## config.mk

```make
export PLATFORM = sky130hd
export DESIGN_NAME = uart_mdm_loop
export DESIGN_NICKNAME = d
export VERILOG_FILES = /design/src/rtl/uart_mdm_pkg.sv /design/src/rtl/uart_mdm_map.sv /design/src/rtl/uart_flag_pack.sv /design/src/rtl/uart_push_sel.sv /design/src/rtl/uart_mdm_loop.sv
export SDC_FILE = /design/constraint.sdc
export NUM_CORES = 1
export LEC_CHECK = 0
export BUFFER_PORTS_ARGS = -buffer_cell sky130_fd_sc_hd__buf_2
export CAP_MARGIN = 15
export CORE_AREA = 2 2 63 65
export CTS_CLUSTER_SIZE = 24
export DETAILED_ROUTE_END_ITERATION = 8
export DIE_AREA = 0 0 65 67
export PLACE_DENSITY = 0.66
export SYNTH_ARGS = -nofsm -noshare
export SYNTH_HDL_FRONTEND = slang
export SYNTH_SLANG_ARGS = --single-unit
```

## constraint.sdc

```tcl
create_clock -name clk -period 1.3 [get_ports clk]
set_input_delay 0.065 -clock clk [delete_from_list [all_inputs] [get_ports clk]]
set_output_delay 0.065 -clock clk [all_outputs]
set_load 0.01 [all_outputs]
```

## src/rtl/uart_mdm_pkg.sv

```systemverilog
package uart_mdm_pkg;
    // control word bit positions
    localparam int CTRL_LBE  = 7;
    localparam int CTRL_DTR  = 10;
    localparam int CTRL_RTS  = 11;
    localparam int CTRL_OUT1 = 12;
    localparam int CTRL_OUT2 = 13;
    // flag register positions
    localparam int FLG_CTS = 0;
    localparam int FLG_DSR = 1;
    localparam int FLG_DCD = 2;
    localparam int FLG_RI  = 8;
    // line control
    localparam int LINE_BRK = 0;
    // interrupt level positions
    localparam int IRQ_TX = 4;
    localparam int N_MDM  = 4;
    // index i of the modem group: 0 ring, 1 CTS, 2 carrier, 3 DSR
    localparam int MAP_SRC [N_MDM] = '{CTRL_OUT2, CTRL_RTS, CTRL_OUT1, CTRL_DTR};
    localparam int MAP_FLG [N_MDM] = '{FLG_RI, FLG_CTS, FLG_DCD, FLG_DSR};

    typedef enum logic [1:0] {
        A_DATA = 2'd0,
        A_LINE = 2'd1,
        A_CTRL = 2'd2,
        A_ICLR = 2'd3
    } reg_addr_e;
endpackage

```

## src/rtl/uart_mdm_map.sv

```systemverilog
module uart_mdm_map
    import uart_mdm_pkg::*;
#(
    parameter int DATA_W = 32
) (
    input  logic [DATA_W-1:0] ctrl_word,
    output logic [N_MDM-1:0]  lvl
);
    for (genvar i = 0; i < N_MDM; i++) begin : g_src
        assign lvl[i] = ctrl_word[MAP_SRC[i]];
    end
endmodule

```

## src/rtl/uart_flag_pack.sv

```systemverilog
module uart_flag_pack
    import uart_mdm_pkg::*;
#(
    parameter int FLAG_W = 9
) (
    input  logic [N_MDM-1:0]  lvl,
    output logic [FLAG_W-1:0] flags
);
    always_comb begin
        flags = '0;
        for (int i = 0; i < N_MDM; i++) begin
            flags[MAP_FLG[i]] = lvl[i];
        end
    end
endmodule

```

## src/rtl/uart_push_sel.sv

```systemverilog
module uart_push_sel #(
    parameter int CHAR_W = 8,
    parameter int PUSH_W = 11
) (
    input  logic              lb_data_v,
    input  logic [CHAR_W-1:0] lb_char,
    input  logic              lb_brk_v,
    input  logic              ext_v,
    input  logic [CHAR_W-1:0] ext_char,
    output logic              push_v,
    output logic [PUSH_W-1:0] push_d
);
    localparam logic [PUSH_W-1:0] BRK_VAL = PUSH_W'(1) << (PUSH_W - 1);

    always_comb begin
        push_v = lb_data_v | lb_brk_v | ext_v;
        if (lb_data_v)      push_d = PUSH_W'(lb_char);
        else if (lb_brk_v)  push_d = BRK_VAL;
        else if (ext_v)     push_d = PUSH_W'(ext_char);
        else                push_d = '0;
    end
endmodule

```

## src/rtl/uart_mdm_loop.sv

```systemverilog
module uart_mdm_loop
    import uart_mdm_pkg::*;
#(
    parameter int ADDR_W = 2,
    parameter int DATA_W = 32,
    parameter int CHAR_W = 8,
    parameter int PUSH_W = 11,
    parameter int FLAG_W = 9,
    parameter int IRQ_W  = 5
) (
    input  logic              clk,
    input  logic              rst_n,
    input  logic              wr_valid,
    input  logic [ADDR_W-1:0] wr_addr,
    input  logic [DATA_W-1:0] wr_data,
    input  logic              ext_rx_valid,
    input  logic [CHAR_W-1:0] ext_rx_char,
    output logic              rx_push_valid,
    output logic [PUSH_W-1:0] rx_push_data,
    output logic [FLAG_W-1:0] modem_flags,
    output logic [IRQ_W-1:0]  irq_level
);
    typedef struct packed {
        logic              lbe;
        logic              brk;
        logic [N_MDM-1:0]  mdm;
        logic [IRQ_W-1:0]  irq;
        logic              push_v;
        logic [PUSH_W-1:0] push_d;
    } st_t;

    st_t st_d, st_q;

    logic ctrl_wr, data_wr, line_wr, clr_wr;
    logic [N_MDM-1:0] map_lvl;
    logic sel_v;
    logic [PUSH_W-1:0] sel_d;

    assign data_wr = wr_valid && (wr_addr == ADDR_W'(A_DATA));
    assign line_wr = wr_valid && (wr_addr == ADDR_W'(A_LINE));
    assign ctrl_wr = wr_valid && (wr_addr == ADDR_W'(A_CTRL));
    assign clr_wr  = wr_valid && (wr_addr == ADDR_W'(A_ICLR));

    uart_mdm_map #(.DATA_W(DATA_W)) u_map (
        .ctrl_word (wr_data),
        .lvl       (map_lvl)
    );

    uart_push_sel #(.CHAR_W(CHAR_W), .PUSH_W(PUSH_W)) u_sel (
        .lb_data_v (data_wr && st_q.lbe),
        .lb_char   (wr_data[CHAR_W-1:0]),
        .lb_brk_v  (line_wr && st_q.lbe && !st_q.brk && wr_data[LINE_BRK]),
        .ext_v     (ext_rx_valid && !st_q.lbe),
        .ext_char  (ext_rx_char),
        .push_v    (sel_v),
        .push_d    (sel_d)
    );

    always_comb begin
        st_d        = st_q;
        st_d.push_v = sel_v;
        st_d.push_d = sel_d;
        if (ctrl_wr) begin
            st_d.lbe = wr_data[CTRL_LBE];
            if (wr_data[CTRL_LBE]) begin
                st_d.mdm              = map_lvl;
                st_d.irq[N_MDM-1:0]   = map_lvl;
            end
        end
        if (line_wr) st_d.brk = wr_data[LINE_BRK];
        if (data_wr) st_d.irq[IRQ_TX] = 1'b1;
        if (clr_wr)  st_d.irq = st_q.irq & ~wr_data[IRQ_W-1:0];
    end

    always_ff @(posedge clk or negedge rst_n) begin
        if (!rst_n) st_q <= '0;
        else        st_q <= st_d;
    end

    uart_flag_pack #(.FLAG_W(FLAG_W)) u_pack (
        .lvl   (st_q.mdm),
        .flags (modem_flags)
    );

    assign rx_push_valid = st_q.push_v;
    assign rx_push_data  = st_q.push_d;
    assign irq_level     = st_q.irq;
endmodule

```

Word level (Yosys, flattened, before mapping) --
Index checks and enable logic that the tools add are counted.
Word-level totals: bits of input ports 46, flip-flop bits (word level) 23, output and inout port bits 26
Operators by class: bitwise operators 4, muxes and demuxes 7, reduce and logical (&&, ||, !) cells 17, equal/unequal tests 3
Operators by type and width (count):
- 11-bit 2-to-1 mux | 2
- 1-bit logical AND | 9
- 4-bit 2-to-1 mux | 2
- 8-bit 2-to-1 mux | 1
- 2-bit nonzero test | 3
- 5-bit AND | 1
- 5-bit 2-to-1 mux | 1
- 5-bit inverter | 1
- 2-bit equality test (second input constant) | 2
- 2-bit AND reduction | 2
- 2-bit by 1-bit equality test with 1-bit output (second input constant) | 1
- 1-bit zero test | 2
- 2-bit zero test | 1
- 1-bit OR | 2
- 1-bit 2-to-1 mux | 1

Logic depth before layout (Yosys ltp) --
Gate-level depths: netlist of run 1.
depth after elaboration 7, mapped depth 4, mapped depth without buffers 3

By module --
A second synthesis of run 1 with hierarchy kept.
Unflattened totals: cell total of the unflattened synthesis 115, area total of the unflattened synthesis 1221.2 um^2
Modules (own cells, without submodules):
- uart_mdm_loop | area each 937.1 um^2, times used 1, cells each 69, seq. area each 575.6 um^2
- uart_push_sel | area each 182.7 um^2, times used 1, cells each 32, seq. area each 0.0 um^2
- uart_flag_pack | area each 71.3 um^2, times used 1, cells each 10, seq. area each 0.0 um^2
- uart_mdm_map | area each 30.0 um^2, times used 1, cells each 4, seq. area each 0.0 um^2

Least setup slack after synthesis of run 1 --
Ideal clock, no wire load.
kind register -> register, start point reg st_q[22] (netlist bit), end point reg st_q (netlist bit rx_push_valid), path buffers 1, data arrival time 1.008 ns, cell stages (with the launch flop) 4, path slack 0.160 ns, library setup time 0.131 ns, path through dfrtp_1 and3b_1 buf_6 or3_1
On the way: longest elaborated chain between the ends 5, elaborated cells on any way between the ends 8, those cells by class bitwise: 2; reduce/logical: 6
RTL lines:
- start: declaration | RTL line uart_mdm_loop.sv:32 | st_t st_d, st_q;
- start signal: assignment | RTL line uart_mdm_loop.sv:77 | else st_q <= st_d;
- 1-bit logical AND (3 in series) | RTL line uart_mdm_loop.sv:52 | .lb_brk_v (line_wr && st_q.lbe && !st_q.brk && wr_data[LINE_BRK]),
- 1-bit OR | RTL line uart_push_sel.sv:16 | push_v = lb_data_v | lb_brk_v | ext_v;
- 1-bit OR * | RTL line uart_push_sel.sv:16
- named net sel_v | RTL line uart_mdm_loop.sv:36 | logic sel_v;
The timed path passes the listed nets; every way through them passes the cells marked *. A chain may end at the register's enable or synchronous reset.

Final worst setup path of run 1 --
start point reg st_q[22] (netlist bit), end point reg st_q (netlist bit rx_push_data[2])
On the way: longest elaborated chain between the ends 5, elaborated cells on any way between the ends 9, those cells by class mux: 3; reduce/logical: 6
RTL lines:
- 1-bit zero test / 1-bit logical AND (equally long branches) | RTL line uart_mdm_loop.sv:53, uart_mdm_loop.sv:52
- 1-bit logical AND (on tied branches) | RTL line uart_mdm_loop.sv:53, uart_mdm_loop.sv:52
- 8-bit 2-to-1 mux / 1-bit logical AND (equally long branches) | RTL line uart_push_sel.sv:19, uart_mdm_loop.sv:52
- 11-bit 2-to-1 mux | RTL line uart_push_sel.sv:18 | else if (lb_brk_v) push_d = BRK_VAL;
- 11-bit 2-to-1 mux * | RTL line uart_push_sel.sv:17 | if (lb_data_v) push_d = PUSH_W'(lb_char);
- named net sel_d[2] | RTL line uart_mdm_loop.sv:37 | logic [PUSH_W-1:0] sel_d;
Marked as above.

==> results of run 1 <==
## cell type report
cell class	count	area, sq um
Fill cell	383	2410
Timing Repair Buffer	45	230
Sequential cell	21	526
Multi-Input combinational cell	45	334
Clock buffer	4	45.0
Tap cell	48	60.1
## per-layer routing
layer | routed length, um | vias up
met1 | 825 | 316
met5 | 0 | -
met4 | 16 | 0
met3 | 259 | 2
li1 | - | 329
met2 | 924 | 38
## flip-flops by register name, indices dropped and copies added (netlist names)
| signal | count |
|---|---|
| irq_level | 5 |
| st_q | 6 |
| rx_push_valid | 1 |
| rx_push_data | 9 |
## final timing paths
kind                       slack [ns]  depth (start not counted)                   endpoint
max in group asynchronous        0.69                          2   irq_level[4]$_DFFE_PN0P_
min reg2reg                      0.50                          1   irq_level[3]$_DFFE_PN0P_
max                              0.09                          2  rx_push_data[2]$_DFF_PN0_
min in group asynchronous        0.29                          2  rx_push_data[3]$_DFF_PN0_
max reg2reg                      0.09                          2  rx_push_data[2]$_DFF_PN0_
min                              0.04                          2  rx_push_data[0]$_DFF_PN0_
## repair_timing
action | in CTS | in global routing
hold endpoints to repair | 21 | 0
setup endpoints to repair | 0 | 0
hold buffers | 1 | 0
## cells in the mapped netlist
cell type / count / area [sq um]
a21oi_1: 1 / 5.00
nor2b_1: 1 / 6.26
and3b_1: 1 / 8.76
dfrtp_1: 21 / 526
nand3_1: 2 / 10.0
or3_1: 1 / 6.26
buf_4: 25 / 188
nand2_1: 3 / 11.3
a22o_1: 4 / 35.0
clkbuf_2: 1 / 5.00
nand4bb_1: 1 / 11.3
nor2b_4: 1 / 13.8
a22o_2: 8 / 80.1
mux2_2: 4 / 45.0
nor2_1: 3 / 11.3
o211a_1: 1 / 10.0
o21ai_0: 4 / 20.0
mux2_4: 1 / 15.0
buf_6: 2 / 22.5
a21o_1: 1 / 7.51
and3_4: 1 / 11.3
conb_1: 1 / 3.75
## where the power goes
| group | switching [W] | internal [W] | total [W] |
|---|---|---|---|
| clock network | 0.000182 | 0.000217 | 0.000399 |
| registers | 0.0000368 | 0.000734 | 0.000771 |
| logic | 0.000152 | 0.000155 | 0.000307 |
## cells by family (layout without fill, tap and decap cells)
kind of cell	count (synthesis)	count (layout)
other cells	1	7
buf+inv	28	49
mux	5	5
flops	21	21
compound gates	19	19
simple gates	14	14
## metrics by stage
stage / cells / hold slack (ns) / power [W] / setup WS [ns]
2_1_floorplan: 94 / -0.231 / 0.00105 / 0.160
5_1_grt: 163 / 0.0327 / 0.00155 / 0.0129
4_1_cts: 163 / 0.0325 / 0.00150 / 0.0880
6_report: 163 / 0.0387 / 0.00148 / 0.0907
3_3_place_gp: 158 / 0.0294 / 0.00108 / 0.127
3_5_place_dp: 158 / 0.0346 / 0.00109 / 0.108
==> load_flow_metrics.sql, run 1 <==
INSERT INTO impl_metrics (metric_group, metric, value, unit) VALUES
('synth', 'yosys-mux-area-fraction', '5.71', '%'),
('drt', 'viasPerCell', '4.20', ''),
('clocking', 'max-clock-path-buffers', '2', ''),
('die', 'core', '3610', 'sq um'),
('synth', 'post_synth.cell_area_avg', '12.0', 'sq um'),
('timing', 'setup-tns-final', '0', 'ns'),
('setup_path', 'cp-end-kind', 'flip-flop', ''),
('die', 'fp.dieArea', '4360', 'sq um'),
('setup_path', 'setup.worst_path.class', 'reg -> reg', ''),
('timing', 'final-setup-viol-count', '0', ''),
('global_route', 'globalRouteMet2Util', '16.0', '%'),
('synth', 'yosys.cell_types.count', '22', ''),
('die', 'fp.dieH', '67', 'um'),
('global_route', 'pin_count_of_the_biggest_net_entering_global_routing', '22', ''),
('layout', 'most-common-layout-cells', '44 x buf_2, 21 x dfrtp_1, 8 x a22o_2', ''),
('worst_hold_path', 'hp-start', 'ext_rx_char[0]', ''),
('pwr', 'power_density_normalized_to_cell_area', '1240', 'nW/um^2'),
('timing', 'worst_clock_skew', '0.00202', 'ns'),
('placed_design', 'io_buffers', '44', ''),
('setup_path', 'cp_data_required_time', '1.49', 'ns'),
('synth', 'flops_latches_synth', '21', ''),
('synth', 'synth_xor_xnor_area_share', '0', '%'),
('die', 'initial_core_util', '29.2', '%'),
('synth', 'synth_adder_area_share', '0', '%'),
('drt', 'detail-route-antenna-nets', '0', ''),
('run', 'max-cap-violations', '0', ''),
('drt', 'post-route-drc-count', '0', ''),
('drt', 'drt_wl_total', '2030', 'um'),
('synth', 'synthSimpleGateAreaFrac', '8.56', '%'),
('setup_path', 'worst_path_bufs_invs', '0', ''),
('global_route', 'antenna_violations_before_repair', '0', ''),
('layout', 'most_frequent_standard_cell_in_the_layout_excluding_fill_and_tap_cells', 'buf_2', ''),
('layout', 'share_of_post_route_cells_with_drive_strength_above_1', '53.9', '%'),
('placed_design', 'gp_congestion', '0.702', ''),
('layout', 'n_antenna_cell', '0', ''),
('setup_path', 'path_max_fanout', '9', ''),
('setup_path', 'worst_ep_arrival_time', '1.40', 'ns'),
('setup_path', 'timing.critical_path.from', 'st_q[22]$_DFFE_PN0P_', ''),
('placed_design', 'post-dp-hpwl', '1610', 'um'),
('layout', 'fin_util', '33.1', '%'),
('clocking', 'cts_buffers', '3', ''),
('worst_hold_path', 'min-delay-path-class', 'in -> reg', ''),
('synth', 'synthCells', '88', ''),
('timing', 'layout_min_cycle_time', '1.21', 'ns'),
('drt', 'drt_first_iter_violations', '27', ''),
('timing', 'max-slew-margin-rel', '60.1', '%'),
('clocking', 'insertion_delay', '0.25', 'ns'),
('timing', 'finalHoldViolations', '0', ''),
('global_route', 'grt_pass1_wl', '3100', 'um'),
('die', 'placement_rows', '22', ''),
('setup_path', 'path_delay_family', 'simple AND/OR/NAND/NOR gates', ''),
('global_route', 'first_global_vias', '651', ''),
('timing', 'final_min_period_over_clock_period', '93.0', '%'),
('clocking', 'cts_resized', '0', ''),
('global_route', 'grtUsageMet3', '4.22', '%'),
('synth', 'synth_area', '1050', 'sq um'),
('clocking', 'post_cts_clock_slew_at_the_launch_and_capture_registers_of_the_worst_setup_and_hold_paths', '0.07', 'ns'),
('outcome', 'run_status', 'complete, no violations', ''),
('clocking', 'post_cts.repair.setup_buffers', '0', ''),
('clocking', 'cts_root_buf', 'clkbuf_8', ''),
('synth', 'synth.yosys.seq_area_share', '49.9', '%'),
('setup_path', 'critical_path.max_stage_delay', '0.49', 'ns'),
('setup_path', 'path_cells', 'nor2b_1 > a22o_2', ''),
('timing', 'rsz0062_at_grt', 'false', ''),
('clocking', 'htree_levels', '1', ''),
('layout', 'number_of_nets_in_the_layout', '162', ''),
('timing', 'final_max_slew_viol_count', '0', ''),
('synth', 'synth-compound-area-share', '15.0', '%'),
('clocking', 'tritoncts_clock_tree', 'built', ''),
('die', 'count_of_pins_on_the_block_boundary', '72', ''),
('setup_path', 'crit-reg2reg-launch', 'st_q[22]$_DFFE_PN0P_', '');
Power figures use the tool's default switching activity.
==> run 2: changes to the inputs <==
--- a/config.mk
+++ b/config.mk
@@ -7,11 +7,11 @@
 export LEC_CHECK = 0
 export BUFFER_PORTS_ARGS = -buffer_cell sky130_fd_sc_hd__buf_2
 export CAP_MARGIN = 15
-export CORE_AREA = 2 2 63 65
+export CORE_AREA = 2 2 55 57
 export CTS_CLUSTER_SIZE = 24
 export DETAILED_ROUTE_END_ITERATION = 8
-export DIE_AREA = 0 0 65 67
-export PLACE_DENSITY = 0.66
+export DIE_AREA = 0 0 57 59
+export PLACE_DENSITY = 0.82
 export SYNTH_ARGS = -nofsm -noshare
 export SYNTH_HDL_FRONTEND = slang
 export SYNTH_SLANG_ARGS = --single-unit
==> run 2 against run 1 <==
Compared with the run above:
- worst setup slack worse by 0.028 ns
- routed wire length is 17% higher
- hold slack worse by 0.038 ns
- final area is 11% higher
- register-to-register slack worse by 0.03 ns
- critical path depth stayed put
- fmax is 2.3% lower
- die area is 23% lower
- non-clock buffer count is 17 higher
- critical path type unchanged
- largest cell class unchanged
- highest routed layer is now met3
==> load_flow_metrics.sql, run 2 (synthesized netlist as in run 1, its figures left out) <==
INSERT INTO impl_metrics (metric_group, metric, value, unit) VALUES
('placed_design', 'post-dp-hpwl', '1590', 'um'),
('setup_path', 'crit-reg2reg-launch', 'st_q[22]$_DFFE_PN0P_', ''),
('worst_hold_path', 'whs_endpoint', 'irq_level[0]$_DFFE_PN0P_', ''),
('timing', 'max-slew-margin-rel', '59.3', '%'),
('drt', 'detailedRoute.firstPassIterationCount', '4', ''),
('drt', 'viasPerCell', '4.83', ''),
('layout', 'share_of_post_route_cells_with_drive_strength_above_1', '47.7', '%'),
('global_route', 'pin_count_of_the_biggest_net_entering_global_routing', '22', ''),
('clocking', 'cts_root_buf', 'clkbuf_4', ''),
('placed_design', 'dp.cells', '141', ''),
('clocking', 'cts_buffers', '3', ''),
('setup_path', 'setup.worst_path.class', 'reg -> reg', ''),
('pwr', 'power_density_normalized_to_cell_area', '1080', 'nW/um^2'),
('timing', 'rsz0062_at_grt', 'false', ''),
('setup_path', 'path_max_fanout', '9', ''),
('setup_path', 'ff2ff_setup_slack', '0.06', 'ns'),
('clocking', 'cts_resized', '0', ''),
('clocking', 'max-clock-path-buffers', '2', ''),
('die', 'dieWidth', '57', 'um'),
('die', 'count_of_pins_on_the_block_boundary', '72', ''),
('worst_hold_path', 'min-delay-path-class', 'in -> reg', ''),
('worst_hold_path', 'timing.hold.worst_path_depth', '2', ''),
('worst_hold_path', 'hp-start', 'wr_data[13]', ''),
('layout', 'most_frequent_standard_cell_in_the_layout_excluding_fill_and_tap_cells', 'buf_2', ''),
('outcome', 'run_status', 'complete, no violations', ''),
('placed_design', 'placement.setup.worst_slack', '0.107', 'ns'),
('setup_path', 'worstSetupStartpointType', 'flip-flop', ''),
('layout', 'most-common-layout-cells', '44 x buf_2, 21 x dfrtp_1, 18 x dlygate4sd3_1', ''),
('run', 'max-cap-violations', '0', ''),
('drt', 'route.detailed.wl_per_inst', '14.5', 'um'),
('timing', 'final-setup-viol-count', '0', ''),
('layout', 'number_of_nets_in_the_layout', '179', ''),
('clocking', 'htree_levels', '1', ''),
('die', 'placement_rows', '19', ''),
('die', 'fp.dieArea', '3360', 'sq um'),
('placed_design', 'io_buffers', '44', ''),
('die', 'core', '2710', 'sq um'),
('timing', 'finalHoldViolations', '0', ''),
('setup_path', 'cp-end-kind', 'flip-flop', ''),
('clocking', 'tritoncts_clock_tree', 'built', ''),
('clocking', 'post_cts_clock_slew_at_the_launch_and_capture_registers_of_the_worst_setup_and_hold_paths', '0.12', 'ns'),
('global_route', 'track_usage', '13.6', '%'),
('timing', 'worst_clock_skew', '0.00506', 'ns'),
('setup_path', 'crit-reg2reg-capture', 'rx_push_data[4]$_DFF_PN0_', ''),
('layout', 'number_of_flip_flops_in_the_largest_register', '9', ''),
('global_route', 'grt_overflow_total', '0', ''),
('global_route', 'grt_pass1_wl', '3440', 'um'),
('timing', 'final_max_slew_viol_count', '0', ''),
('drt', 'drt_wl_total', '2370', 'um'),
('timing', 'setup-tns-final', '0', 'ns'),
('global_route', 'first_global_vias', '743', ''),
('die', 'initial_core_util', '38.8', '%'),
('setup_path', 'cp_data_required_time', '1.56', 'ns'),
('drt', 'drt_first_iter_violations', '31', ''),
('placed_design', 'gp_congestion', '0.769', ''),
('timing', 'timing_worst_slew_pin_value', '0.610', 'ns'),
('layout', 'area_delta_synth_final', '26.0', '%'),
('layout', 'fin_util', '48.9', '%'),
('timing', 'post-route-worst-setup-slack', '0.0626', 'ns'),
('clocking', 'clkSinkCount', '21', ''),
('setup_path', 'r2r.worst_path.cells', '2', ''),
('timing', 'timing.fmax', '808', 'MHz'),
('layout', 'instances_no_fill', '163', ''),
('clocking', 'insertion_delay', '0.31', 'ns'),
('drt', 'detail-route-antenna-nets', '0', ''),
('die', 'fp.dieH', '59', 'um'),
('pwr', 'peakVddDrop', '661', 'uV'),
('setup_path', 'worst_ep_arrival_time', '1.49', 'ns'),
('drt', 'via_count', '787', ''),
('layout', 'n_antenna_cell', '0', ''),
('pwr', 'cellLeakagePower', '0.706', 'nW'),
('drt', 'post-route-drc-count', '0', ''),
('timing', 'final_min_period_over_clock_period', '95.2', '%'),
('global_route', 'antenna_violations_before_repair', '0', ''),
('timing', 'layout_min_cycle_time', '1.24', 'ns');
run 2: cell types whose count changed in the layout (fill, tap and decap cells not counted):
cell	previous run	this run
clkbuf_8	3	0
clkbuf_4	0	3
clkinv_2	0	1
clkbuf_1	1	0
dlygate4sd3_1	1	18
run 2: critical path, cell delays in order, from the launching register on:
cell and delay, ns:
dfrtp_1 0.43, nor2b_1 0.50, a22o_2 0.26
run 2: worst max path at each step:
stage                                 to  slack, ns                  from
2_1_floorplan    rx_push_valid$_DFF_PN0_       0.16  st_q[22]$_DFFE_PN0P_
3_3_place_gp     rx_push_valid$_DFF_PN0_       0.13  st_q[22]$_DFFE_PN0P_
3_5_place_dp     rx_push_valid$_DFF_PN0_       0.11  st_q[22]$_DFFE_PN0P_
4_1_cts        rx_push_data[4]$_DFF_PN0_       0.07  st_q[22]$_DFFE_PN0P_
5_1_grt        rx_push_data[6]$_DFF_PN0_      0.002  st_q[22]$_DFFE_PN0P_
6_report       rx_push_data[4]$_DFF_PN0_       0.06  st_q[22]$_DFFE_PN0P_
run 2: per-stage QoR:
stage / total power (W) / area, sq um / hold slack (ns)
3_5_place_dp: 0.00109 / 1120 / 0.0447
3_3_place_gp: 0.00108 / 1120 / 0.0297
4_1_cts: 0.00143 / 1280 / 0.000787
2_1_floorplan: 0.00105 / 1070 / -0.231
6_report: 0.00144 / 1330 / 0.000635
5_1_grt: 0.00151 / 1330 / 0.00192
run 2: report_power, final:
part           internal [W]  leakage (nW)  switching (W)
registers          0.000733         0.270      0.0000401
clock network      0.000115        0.0177       0.000199
logic              0.000188         0.419       0.000162
total               0.00104         0.706       0.000402
run 2: repair_timing:
action / in CTS / in global routing
setup buffers: 0 / 0
hold buffers: 13 / 5
hold endpoints to repair: 29 / 5
run 2: per-layer routing:
| layer | track usage, % | vias to the layer above | share of wire [%] |
|---|---|---|---|
| met5 | 0 | - | 0 |
| met4 | 5.98 | 0 | 0 |
| met3 | 2.62 | 0 | 7.4 |
| met2 | 25.0 | 43 | 54 |
| met1 | 15.3 | 379 | 39 |
| li1 | - | 365 | - |
run 2: final cells by class:
type / count / area (sq um)
Fill cell: 246 / 1380
Sequential cell: 21 / 526
Timing Repair Buffer: 62 / 400
Multi-Input combinational cell: 45 / 334
Tap cell: 31 / 38.8
Clock buffer: 3 / 22.5
Clock inverter: 1 / 5.00
